===== config.mk =====
export PLATFORM = sky130hd
export DESIGN_NAME = rpm_decider
export DESIGN_NICKNAME = d
export VERILOG_FILES = /design/src/rtl/rpm_pkg.sv /design/src/rtl/rpm_classify.sv /design/src/rtl/rpm_strobes.sv /design/src/rtl/rpm_mig_slot.sv /design/src/rtl/rpm_decider.sv
export SDC_FILE = /design/constraint.sdc
export NUM_CORES = 1
export LEC_CHECK = 0
export BUFFER_PORTS_ARGS = -buffer_cell sky130_fd_sc_hd__buf_2
export CORE_MARGIN = 3
export CORE_UTILIZATION = 48
export DETAILED_ROUTE_END_ITERATION = 10
export GPL_TIMING_DRIVEN = 0
export MAX_ROUTING_LAYER = met4
export PLACE_DENSITY = 0.82
export SYNTH_ARGS = -nofsm -noshare
export SYNTH_HDL_FRONTEND = slang
export SYNTH_HIERARCHICAL = 1
export SYNTH_SLANG_ARGS = --single-unit

===== constraint.sdc =====
create_clock -name clk -period 3.1 [get_ports clk]
set_input_delay 0.31 -clock clk [delete_from_list [all_inputs] [get_ports clk]]
set_output_delay 0.31 -clock clk [all_outputs]
set_load 0.05 [all_outputs]

===== src/rtl/rpm_pkg.sv =====
package rpm_pkg;

  typedef enum logic [1:0] {
    CLS_NONE  = 2'd0,
    CLS_READ  = 2'd1,
    CLS_WRITE = 2'd2
  } cls_e;

  // A block is hot only when present and its count is strictly above the limit.
  function automatic logic is_hot(input logic found, input int unsigned cnt,
                                  input int unsigned limit);
    return found && (cnt > limit);
  endfunction

  // Read intensity outranks write intensity.
  function automatic cls_e pick_class(input logic rd_hot, input logic wr_hot);
    if (rd_hot)      return CLS_READ;
    else if (wr_hot) return CLS_WRITE;
    else             return CLS_NONE;
  endfunction

endpackage


===== src/rtl/rpm_classify.sv =====
module rpm_classify
  import rpm_pkg::*;
#(
  parameter int LOC_W  = 6,
  parameter int CNT_W  = 4,
  parameter int THRESH = 3
) (
  input  logic             hit,
  input  logic [LOC_W-1:0] cur_loc,
  input  logic             rdq_hit,
  input  logic [CNT_W-1:0] rdq_cnt,
  input  logic             wrq_hit,
  input  logic [CNT_W-1:0] wrq_cnt,
  input  logic [LOC_W-1:0] best_rd_loc,
  input  logic [LOC_W-1:0] best_wr_loc,
  output logic             rd_hot,
  output logic             wr_hot,
  output cls_e             cls,
  output logic [LOC_W-1:0] target,
  output logic             want_move
);

  always_comb begin
    rd_hot = is_hot(rdq_hit, int'(unsigned'(rdq_cnt)), THRESH);
    wr_hot = is_hot(wrq_hit, int'(unsigned'(wrq_cnt)), THRESH);
    cls    = pick_class(rd_hot, wr_hot);
    unique case (cls)
      CLS_READ:  target = best_rd_loc;
      CLS_WRITE: target = best_wr_loc;
      default:   target = cur_loc;
    endcase
    want_move = hit && (cls != CLS_NONE) && (target != cur_loc);
  end

endmodule


===== src/rtl/rpm_strobes.sv =====
module rpm_strobes #(
  parameter int ADDR_W = 32
) (
  input  logic              clk,
  input  logic              rst_n,
  input  logic              accept,
  input  logic              hit,
  input  logic              is_write,
  input  logic [ADDR_W-1:0] addr,
  output logic              rdq_bump,
  output logic              wrq_bump,
  output logic              lru_req,
  output logic [ADDR_W-1:0] evt_addr
);

  always_ff @(posedge clk) begin
    if (!rst_n) begin
      rdq_bump <= 1'b0;
      wrq_bump <= 1'b0;
      lru_req  <= 1'b0;
      evt_addr <= '0;
    end else begin
      rdq_bump <= accept && hit && !is_write;
      wrq_bump <= accept && hit && is_write;
      lru_req  <= accept && !hit;
      if (accept) evt_addr <= addr;
    end
  end

endmodule


===== src/rtl/rpm_mig_slot.sv =====
module rpm_mig_slot #(
  parameter int LOC_W = 6
) (
  input  logic             clk,
  input  logic             rst_n,
  input  logic             load,
  input  logic [LOC_W-1:0] src_in,
  input  logic [LOC_W-1:0] dst_in,
  input  logic             mig_ready,
  output logic             mig_valid,
  output logic [LOC_W-1:0] mig_src,
  output logic [LOC_W-1:0] mig_dst
);

  always_ff @(posedge clk) begin
    if (!rst_n) begin
      mig_valid <= 1'b0;
      mig_src   <= '0;
      mig_dst   <= '0;
    end else if (mig_valid) begin
      if (mig_ready) mig_valid <= 1'b0;
    end else if (load) begin
      mig_valid <= 1'b1;
      mig_src   <= src_in;
      mig_dst   <= dst_in;
    end
  end

endmodule


===== src/rtl/rpm_decider.sv =====
module rpm_decider
  import rpm_pkg::*;
#(
  parameter int ADDR_W = 32,
  parameter int LOC_W  = 6,
  parameter int CNT_W  = 4,
  parameter int THRESH = 3
) (
  input  logic              clk,
  input  logic              rst_n,
  input  logic              acc_valid,
  output logic              acc_ready,
  input  logic              acc_hit,
  input  logic              acc_write,
  input  logic [ADDR_W-1:0] acc_addr,
  input  logic [LOC_W-1:0]  acc_loc,
  input  logic              rdq_hit,
  input  logic [CNT_W-1:0]  rdq_cnt,
  input  logic              wrq_hit,
  input  logic [CNT_W-1:0]  wrq_cnt,
  input  logic [LOC_W-1:0]  best_rd_loc,
  input  logic [LOC_W-1:0]  best_wr_loc,
  output logic              mig_valid,
  input  logic              mig_ready,
  output logic [LOC_W-1:0]  mig_src,
  output logic [LOC_W-1:0]  mig_dst,
  output logic              rdq_bump,
  output logic              wrq_bump,
  output logic              lru_req,
  output logic [ADDR_W-1:0] evt_addr
);

  // Named internal events, also watched by the checker.
  logic             accept;
  logic             rd_hot;
  logic             wr_hot;
  cls_e             cls;
  logic [LOC_W-1:0] target;
  logic             want_move;

  assign acc_ready = !mig_valid;
  assign accept    = acc_valid && acc_ready;

  rpm_classify #(.LOC_W(LOC_W), .CNT_W(CNT_W), .THRESH(THRESH)) u_cls (
    .hit        (acc_hit),
    .cur_loc    (acc_loc),
    .rdq_hit    (rdq_hit),
    .rdq_cnt    (rdq_cnt),
    .wrq_hit    (wrq_hit),
    .wrq_cnt    (wrq_cnt),
    .best_rd_loc(best_rd_loc),
    .best_wr_loc(best_wr_loc),
    .rd_hot     (rd_hot),
    .wr_hot     (wr_hot),
    .cls        (cls),
    .target     (target),
    .want_move  (want_move)
  );

  rpm_strobes #(.ADDR_W(ADDR_W)) u_stb (
    .clk     (clk),
    .rst_n   (rst_n),
    .accept  (accept),
    .hit     (acc_hit),
    .is_write(acc_write),
    .addr    (acc_addr),
    .rdq_bump(rdq_bump),
    .wrq_bump(wrq_bump),
    .lru_req (lru_req),
    .evt_addr(evt_addr)
  );

  rpm_mig_slot #(.LOC_W(LOC_W)) u_slot (
    .clk      (clk),
    .rst_n    (rst_n),
    .load     (accept && want_move),
    .src_in   (acc_loc),
    .dst_in   (target),
    .mig_ready(mig_ready),
    .mig_valid(mig_valid),
    .mig_src  (mig_src),
    .mig_dst  (mig_dst)
  );

endmodule


# Word level (Yosys, flattened, before mapping)
# Index checks and enable logic that the tools add are counted.
# totals
word_cells	34
regBits	48
# classes
mux	6
bitwise	1
reduce_logical	15
order_cmp	2
n_eq_ne	3
# op_table
operator	count
$pmux 6 s2	1
$logic_and 1x1->1	10
$gt 4x2->1 const B	2
$ne 6x6->1	1
$mux 2	2
$logic_not 1->1	3
$mux 1	3
$eq 2x1->1 const B	1
$eq 2x2->1 const B	1
$reduce_and 2->1	1
$reduce_bool 2->1	1
$not 1->1	1

# Logic depth before layout (Yosys ltp)
# Gate-level depths: netlist of run 1.
# logic_depth
depth_word	11
depth_mapped	11

# By module
# The synthesis of run 1 kept the hierarchy.
# modules_own_cells
module	n_inst	cells_per_inst	area_each_um2
rpm_strobes	1	112	1327.5
rpm_mig_slot	1	56	538.0
rpm_classify	1	51	315.3
rpm_decider	1	3	18.8

# Worst setup path before layout of run 1
# Ideal clock, no wire load.
# synth_path
kind	input-to-reg
startpoint	input wrq_cnt[2]
endpoint	register u_slot.mig_dst[0]
path_buffers	1
t_arrival_ps	1831
cell_stages	10
setup_slack_ps	1198
path_cell_list	o21ai_4 inv_4 a21oi_1 a21oi_2 xnor2_1 a41oi_1 and3b_1 nor2b_4 buf_12 mux2i_1
# synth_via
elab_chain_len	10
# synth_lines
item	line	text
start: declaration	rpm_decider.sv:20	input logic [CNT_W-1:0] wrq_cnt,
$gt 4x2->1 (*)	rpm_pkg.sv:12	return found && (cnt > limit);
$logic_and 1x1->1 (*)	rpm_pkg.sv:12	
via wr_hot	rpm_decider.sv:36	logic wr_hot;
$mux 2 (*)	rpm_pkg.sv:18	else if (wr_hot) return CLS_WRITE;
$mux 2 (*)	rpm_pkg.sv:17	if (rd_hot) return CLS_READ;
$eq 2x2->1 / $eq 2x1->1 (equally long branches)	rpm_classify.sv:27	unique case (cls)
$pmux 6 s2 (*)	rpm_classify.sv:27	
via target[1]	rpm_decider.sv:38	logic [LOC_W-1:0] target;
$ne 6x6->1 (*)	rpm_classify.sv:32	want_move = hit && (cls != CLS_NONE) && (target != cur_loc);
$logic_and 1x1->1 (*)	rpm_classify.sv:32	
via want_move	rpm_decider.sv:39	logic want_move;
$logic_and 1x1->1 (*)	rpm_decider.sv:76	.load (accept && want_move),
$reduce_and 2->1 (no source line) (*)	n/a	
end signal: assignment	rpm_mig_slot.sv:25	mig_dst <= dst_in;
end: declaration	rpm_mig_slot.sv:12	output logic [LOC_W-1:0] mig_dst
# Mark *: on every way through the listed nets, which the timed path passes. The rest lies on a longest branch.
# A chain may end at the register's enable or synchronous reset.

# Worst setup path after layout of run 1
# layout_path
startpoint	input wrq_cnt[2]
endpoint	register u_slot.mig_src[0]
# layout_via
elab_chain_len	10
# layout_lines
item	line	text
$gt 4x2->1 (*)	rpm_pkg.sv:12	
$logic_and 1x1->1 (*)	rpm_pkg.sv:12	
via wr_hot	rpm_decider.sv:36	
$mux 2 (*)	rpm_pkg.sv:18	
$mux 2 (*)	rpm_pkg.sv:17	
$eq 2x2->1 / $eq 2x1->1 (equally long branches)	rpm_classify.sv:27	
$pmux 6 s2 (*)	rpm_classify.sv:27	
via target[3]	rpm_decider.sv:38	
$ne 6x6->1 (*)	rpm_classify.sv:32	
$logic_and 1x1->1 (*)	rpm_classify.sv:32	
via want_move	rpm_decider.sv:39	
$logic_and 1x1->1 (*)	rpm_decider.sv:76	
$reduce_and 2->1 (no source line) (*)	n/a	
end signal: assignment	rpm_mig_slot.sv:24	mig_src <= src_in;
end: declaration	rpm_mig_slot.sv:11	output logic [LOC_W-1:0] mig_src,
# Marked as above.

==> results of run 1 <==
-- path summary, 6_finish.rpt --
| check | from | end | slack [ps] |
|---|---|---|---|
| setup / recovery | wrq_cnt[2] | u_slot/mig_src[0] | 1070 |
| hold / removal | acc_write | u_stb/rdq_bump | 180 |
| setup reg to reg | u_slot/mig_valid | u_slot/mig_src[0] | 1740 |
| hold reg to reg | u_slot/mig_src[5] | u_slot/mig_src[5] | 460 |
-- flip-flops by register name (all words and copies together), names as in the netlist --
name and flops:
u_slot/mig_dst 6, u_slot/mig_src 6, u_slot/mig_valid 1, u_stb/evt_addr 32, u_stb/lru_req 1, u_stb/rdq_bump 1, u_stb/wrq_bump 1
-- layout by cell type (no fill, tap or decap), drive strengths merged --
master,instances
dfxtp,48
buf,120
clkinvlp,1
a22oi,2
nand2,37
a21oi,8
bufinv,1
nor2b,34
nor2,9
and3b,1
clkbuf,8
xnor2,2
mux2i,44
inv,5
a31oi,4
o211a,1
o221ai,4
nand3,1
a41oi,1
o21ai,7
-- cell type report --
cell class	count	area share (%)
Clock inverter	3	1.59
Tap cell	50	2.15
Buffer	13	4.76
Timing Repair Buffer	110	18.9
Sequential cell	48	32.9
Multi-Input combinational cell	155	36.7
Inverter	4	0.601
Clock buffer	5	2.36
-- power groups by stage --
stage	clock network [mW]	registers, mW	logic (mW)
global placement	0	0.685	0.392
global route	0.486	0.678	0.424
detailed placement	0	0.687	0.398
floorplan	0	0.819	0.155
finish	0.454	0.673	0.397
CTS	0.466	0.673	0.399
-- per-layer routing --
metal / up-vias / wire length [µm] / global-route usage, %
met5: - / 0 / -
met4: 0 / 57 / 5.43
met3: 6 / 413 / 4.92
met2: 80 / 2340 / 30.0
met1: 839 / 2130 / 23.1
li1: 979 / - / -
-- critical path, stage by stage --
cell and delay, ps:
buf_2 110, o21ai_4 260, inv_4 90, a21oi_1 200, a21oi_2 100, xnor2_1 130
a41oi_1 230, and3b_1 220, nor2b_4 220, buf_12 170, mux2i_1 220
-- per-stage QoR --
stage | util [%] | instances | worst slack (ps) | hold slack (ps) | power [mW]
detailed placement | 66.7 | 380 | 807 | 445 | 1.09
floorplan | - | 220 | 1200 | 382 | 0.974
finish | 69.4 | 388 | 1070 | 185 | 1.52
CTS | 69.4 | 388 | 1100 | 169 | 1.54
global route | 69.4 | 388 | 978 | 174 | 1.59
global placement | 66.7 | 380 | 860 | 440 | 1.08
==> flow_summary_export.csv, run 1 <==
group,metric,value,unit
outcome,status,"completed",
cells_and_area,area.growth.synth_to_final,33.3,%
floorplanning,die_area,5410,µm²
timing,finalClockSkew,4.46,ps
clocking,clock_latency,300,ps
logic_synthesis,ys_warn_count,6,
global_route,grt_overflow,0,
power,power_frac_comb,26.0,%
detailed_routing,route.detailed.drc,0,
critical_path,arrival,2250,ps
detailed_routing,drt_iter0_markers,54,
logic_synthesis,syn-cell-area,2190,µm²
cells_and_area,fillers,345,
clocking,cts_resized,0,
cells_and_area,seqCellArea,961,µm²
placed_design,gp_congestion,0.916,
min_path,worstHoldPathCells,2,
detailed_routing,wire_per_inst,12.7,µm
floorplanning,start_util,52.1,%
clocking,clkTransAtPathRegs,90,ps
power,switchingPower,0.484,mW
clocking,cts_tree,"yes",
floorplanning,fp.dieH,73.5,µm
cells_and_area,antenna_cells,0,
clocking,numClockSinks,48,
global_route,grt_max_degree,17,
power,p_leak,1.44,nW
timing,drv_slew,0,
detailed_routing,via_per_inst,4.91,
critical_path,setup.worst_path.class,"primary input to flip-flop",
timing,finalHoldViolations,0,
clocking,clockRootBuffer,"clkbuf_8",
run,cap_violations,0,
placed_design,dp_hpwl,3.85,mm
timing,fmax,0.493,GHz
clocking,ctsHtreeMaxLevel,2,
power,powerDensity,523,nW/µm²
cells_and_area,drive_gt1_share,40.5,%
detailed_routing,vias,1904,
floorplanning,die_w,73.5,µm
power,sequentialPowerShare,44.1,%
floorplanning,core_area,4200,µm²
clocking,cts_buffers,5,
detailed_routing,postRouteWirelength,4.94,mm
critical_path,worst_setup_path_end_kind,"flip-flop",
timing,finalCriticalPeriod,2030,ps
cells_and_area,multi_input_area,1070,µm²
timing,rsz0062_at_grt,"false",
clocking,cts_setup_buffers,0,
logic_synthesis,syn_nets,286,
clocking,clk_path_buf_depth,2,
global_route,grt_pass1_vias,1707,
timing,setup_violations,0,
clocking,hold_buffers,0,
timing,slew_headroom,77.8,%
critical_path,crit_path_start_kind,"primary input",
power,peakVddDrop,0.000307,V
floorplanning,rows,23,
cells_and_area,final_cell_area,2920,µm²
detailed_routing,postRouteAntennaNets,0,
floorplanning,io_pins,115,
global_route,grt_first_pass_wirelength,7.77,mm
cells_and_area,nets,403,
power,power.share.clock,29.8,%
global_route,antenna_found_initial,0,
detailed_routing,drt-pass1-iter-count,4,
logic_synthesis,syn_inst,220,
timing,tightest_slew,333,ps
global_route,groute.usage.overall,18.7,%
critical_path,cp_max_fo,10,
power,p_int,1.04,mW
critical_path,r2r_cells,4,
logic_synthesis,synth.avg_cell_area,9.95,µm²
placed_design,place_area,2800,µm²
power,swShare,31.8,%
timing,period_share,65.4,%
placed_design,port_buffers,110,
critical_path,crit_required,3320,ps
timing,fin_setup_tns,0,ps
min_path,min_path_type,"primary input to flip-flop",
(Power assumes the default switching activity.)
==> run 2, diff against run 1 <==
- CORE_UTILIZATION: 48 -> 40
- PLACE_DENSITY: 0.82 -> 0.73
- clock period: 3.1 -> 1.7 ns (I/O delays scaled with it)
==> flow_summary_export.csv, run 2 (synthesis results as in run 1) <==
group,metric,value,unit
global_route,grt_pass1_vias,1847,
placed_design,place_area,2830,µm²
power,peakVddDrop,0.000405,V
detailed_routing,vias,1978,
critical_path,worst_setup_path_end_kind,"flip-flop",
clocking,clkTransAtPathRegs,90,ps
critical_path,setup.worst_path.class,"primary input to flip-flop",
critical_path,cp_max_fo,5,
cells_and_area,largestRegisters,"u_stb/evt_addr (32), u_slot/mig_dst (6), u_slot/mig_src (6)",
critical_path,arrival,1970,ps
detailed_routing,postRouteAntennaNets,0,
cells_and_area,multi_input_area,1130,µm²
placed_design,gp_congestion,0.779,
floorplanning,io_pins,115,
floorplanning,die_w,80.0,µm
power,powerDensity,860,nW/µm²
cells_and_area,antenna_cells,0,
global_route,groute.usage.overall,16.5,%
timing,finalHoldViolations,0,
timing,period_share,102,%
timing,finalCriticalPeriod,1730,ps
clocking,clk_path_buf_depth,2,
placed_design,dp_hpwl,3.98,mm
detailed_routing,wire_per_inst,13.1,µm
placed_design,port_buffers,110,
cells_and_area,final_cell_area,3090,µm²
global_route,grt_first_pass_wirelength,8.17,mm
timing,tightest_slew,374,ps
cells_and_area,layout_commonest_cell,"buf_2",
timing,fmax,0.577,GHz
critical_path,path_cells,"buf_6 -> o21ai_4 -> inv_2 -> buf_6 -> o21ai_2 -> a22oi_2 -> a41oi_2 -> and3b_2 -> nor2b_4 -> clkbuf_16 -> mux2i_1",
cells_and_area,largest_reg_flops,32,
detailed_routing,postRouteWirelength,5.49,mm
critical_path,crit_required,1930,ps
timing,finalClockSkew,10.3,ps
cells_and_area,mostFrequentLayoutCells,"buf_2 (109), dfxtp_1 (48), mux2i_1 (44), nand2_1 (36), nor2b_1 (33)",
outcome,status,"complete, but fails checks",
clocking,clock_latency,290,ps
min_path,min_path_type,"primary input to flip-flop",
cells_and_area,area.growth.synth_to_final,41.3,%
critical_path,cpMostUsedCell,"buf_6",
global_route,antenna_found_initial,0,
cells_and_area,nets,414,
critical_path,critPathSlowestCell,"and3b_2",
clocking,clockRootBuffer,"clkbuf_8",
detailed_routing,route.detailed.drc,0,
global_route,grt_overflow,0,
floorplanning,rows,26,
timing,slew_headroom,75.1,%
floorplanning,core_area,5200,µm²
timing,rsz0062_at_grt,"true",
cells_and_area,final_core_util,59.4,%
timing,setup_violations,11,
global_route,grt_max_degree,15,
timing,drv_slew,0,
timing,finalWorstSetupSlack,-33.6,ps
cells_and_area,top_register,"u_stb/evt_addr",
cells_and_area,seqCellArea,961,µm²
clocking,cts_buffers,5,
clocking,ctsHtreeMaxLevel,2,
power,p_leak,1.50,nW
outcome,violations,"negative setup slack",
clocking,numClockSinks,48,
floorplanning,start_util,42.0,%
detailed_routing,via_per_inst,4.73,
critical_path,crit_path_start_kind,"primary input",
floorplanning,die_area,6390,µm²
clocking,cts_tree,"yes",
detailed_routing,drt-pass1-iter-count,4,
run,cap_violations,0,
critical_path,cpPeakStageDelay,220,ps
cells_and_area,drive_gt1_share,45.7,%
critical_path,cpLargestDelayFamily,"compound AO/OA/AOI/OAI gates",
cells_and_area,fillers,480,
floorplanning,fp.dieH,80.0,µm
clocking,hold_buffers,0,
detailed_routing,drt_iter0_markers,34,
critical_path,cp_num_buf_inv,4,
==> run 2: timing repair <==
item,CTS,global route
cloned,0,2
setup endpoints to repair,10,12
resized for setup,0,18
setup buffers,4,5
pin swaps,3,12
==> run 2: final cells by class <==
| cell class | instances | share of cell area [%] |
|---|---|---|
| multi-input combinational | 155 | 36.7 |
| sequential | 48 | 31.1 |
| timing repair buffer | 121 | 21.8 |
| buffer | 13 | 4.49 |
| tap | 70 | 2.83 |
| clock buffer | 5 | 2.22 |
| inverter | 4 | 0.566 |
| clock inverter | 2 | 0.405 |
==> run 2: metrics by stage <==
step | hold WS [ps] | worst slack [ps] | total power [mW] | setup TNS (ps) | cells
2_1_floorplan | 242 | -23.9 | 1.78 | -239 | 220
3_3_place_gp | 353 | -373 | 1.97 | -4090 | 400
3_5_place_dp | 360 | -430 | 1.98 | -4740 | 400
4_1_cts | 34.6 | -4.01 | 2.64 | -4.01 | 411
5_1_grt | 44.8 | -113 | 2.80 | -1130 | 418
6_report | 46.2 | -33.6 | 2.66 | -181 | 418
==> run 2: power breakdown <==
group          switching (mW)  internal (mW)  leakage (nW)
registers              0.0330           1.19         0.394
logic                   0.490          0.297          1.07
clock network           0.368          0.279        0.0400
==> run 2: worst paths after layout <==
path                     start                 to  slack, ps  cells after the start
min                  acc_write     u_stb/rdq_bump         50                      2
max reg2reg   u_slot/mig_valid  u_slot/mig_src[0]        390                      4
min reg2reg  u_slot/mig_src[5]  u_slot/mig_src[5]        460                      2
max                 rdq_cnt[2]  u_slot/mig_src[0]        -30                     11
==> run 2: layer usage <==
layer / global-route usage (%) / part of all wire (%) / wire length (µm)
met3: 3.95 / 7.6 / 415
met4: 6.42 / 2.0 / 108
met5: - / 0 / 0
met2: 27.3 / 50 / 2730
met1: 19.3 / 41 / 2230
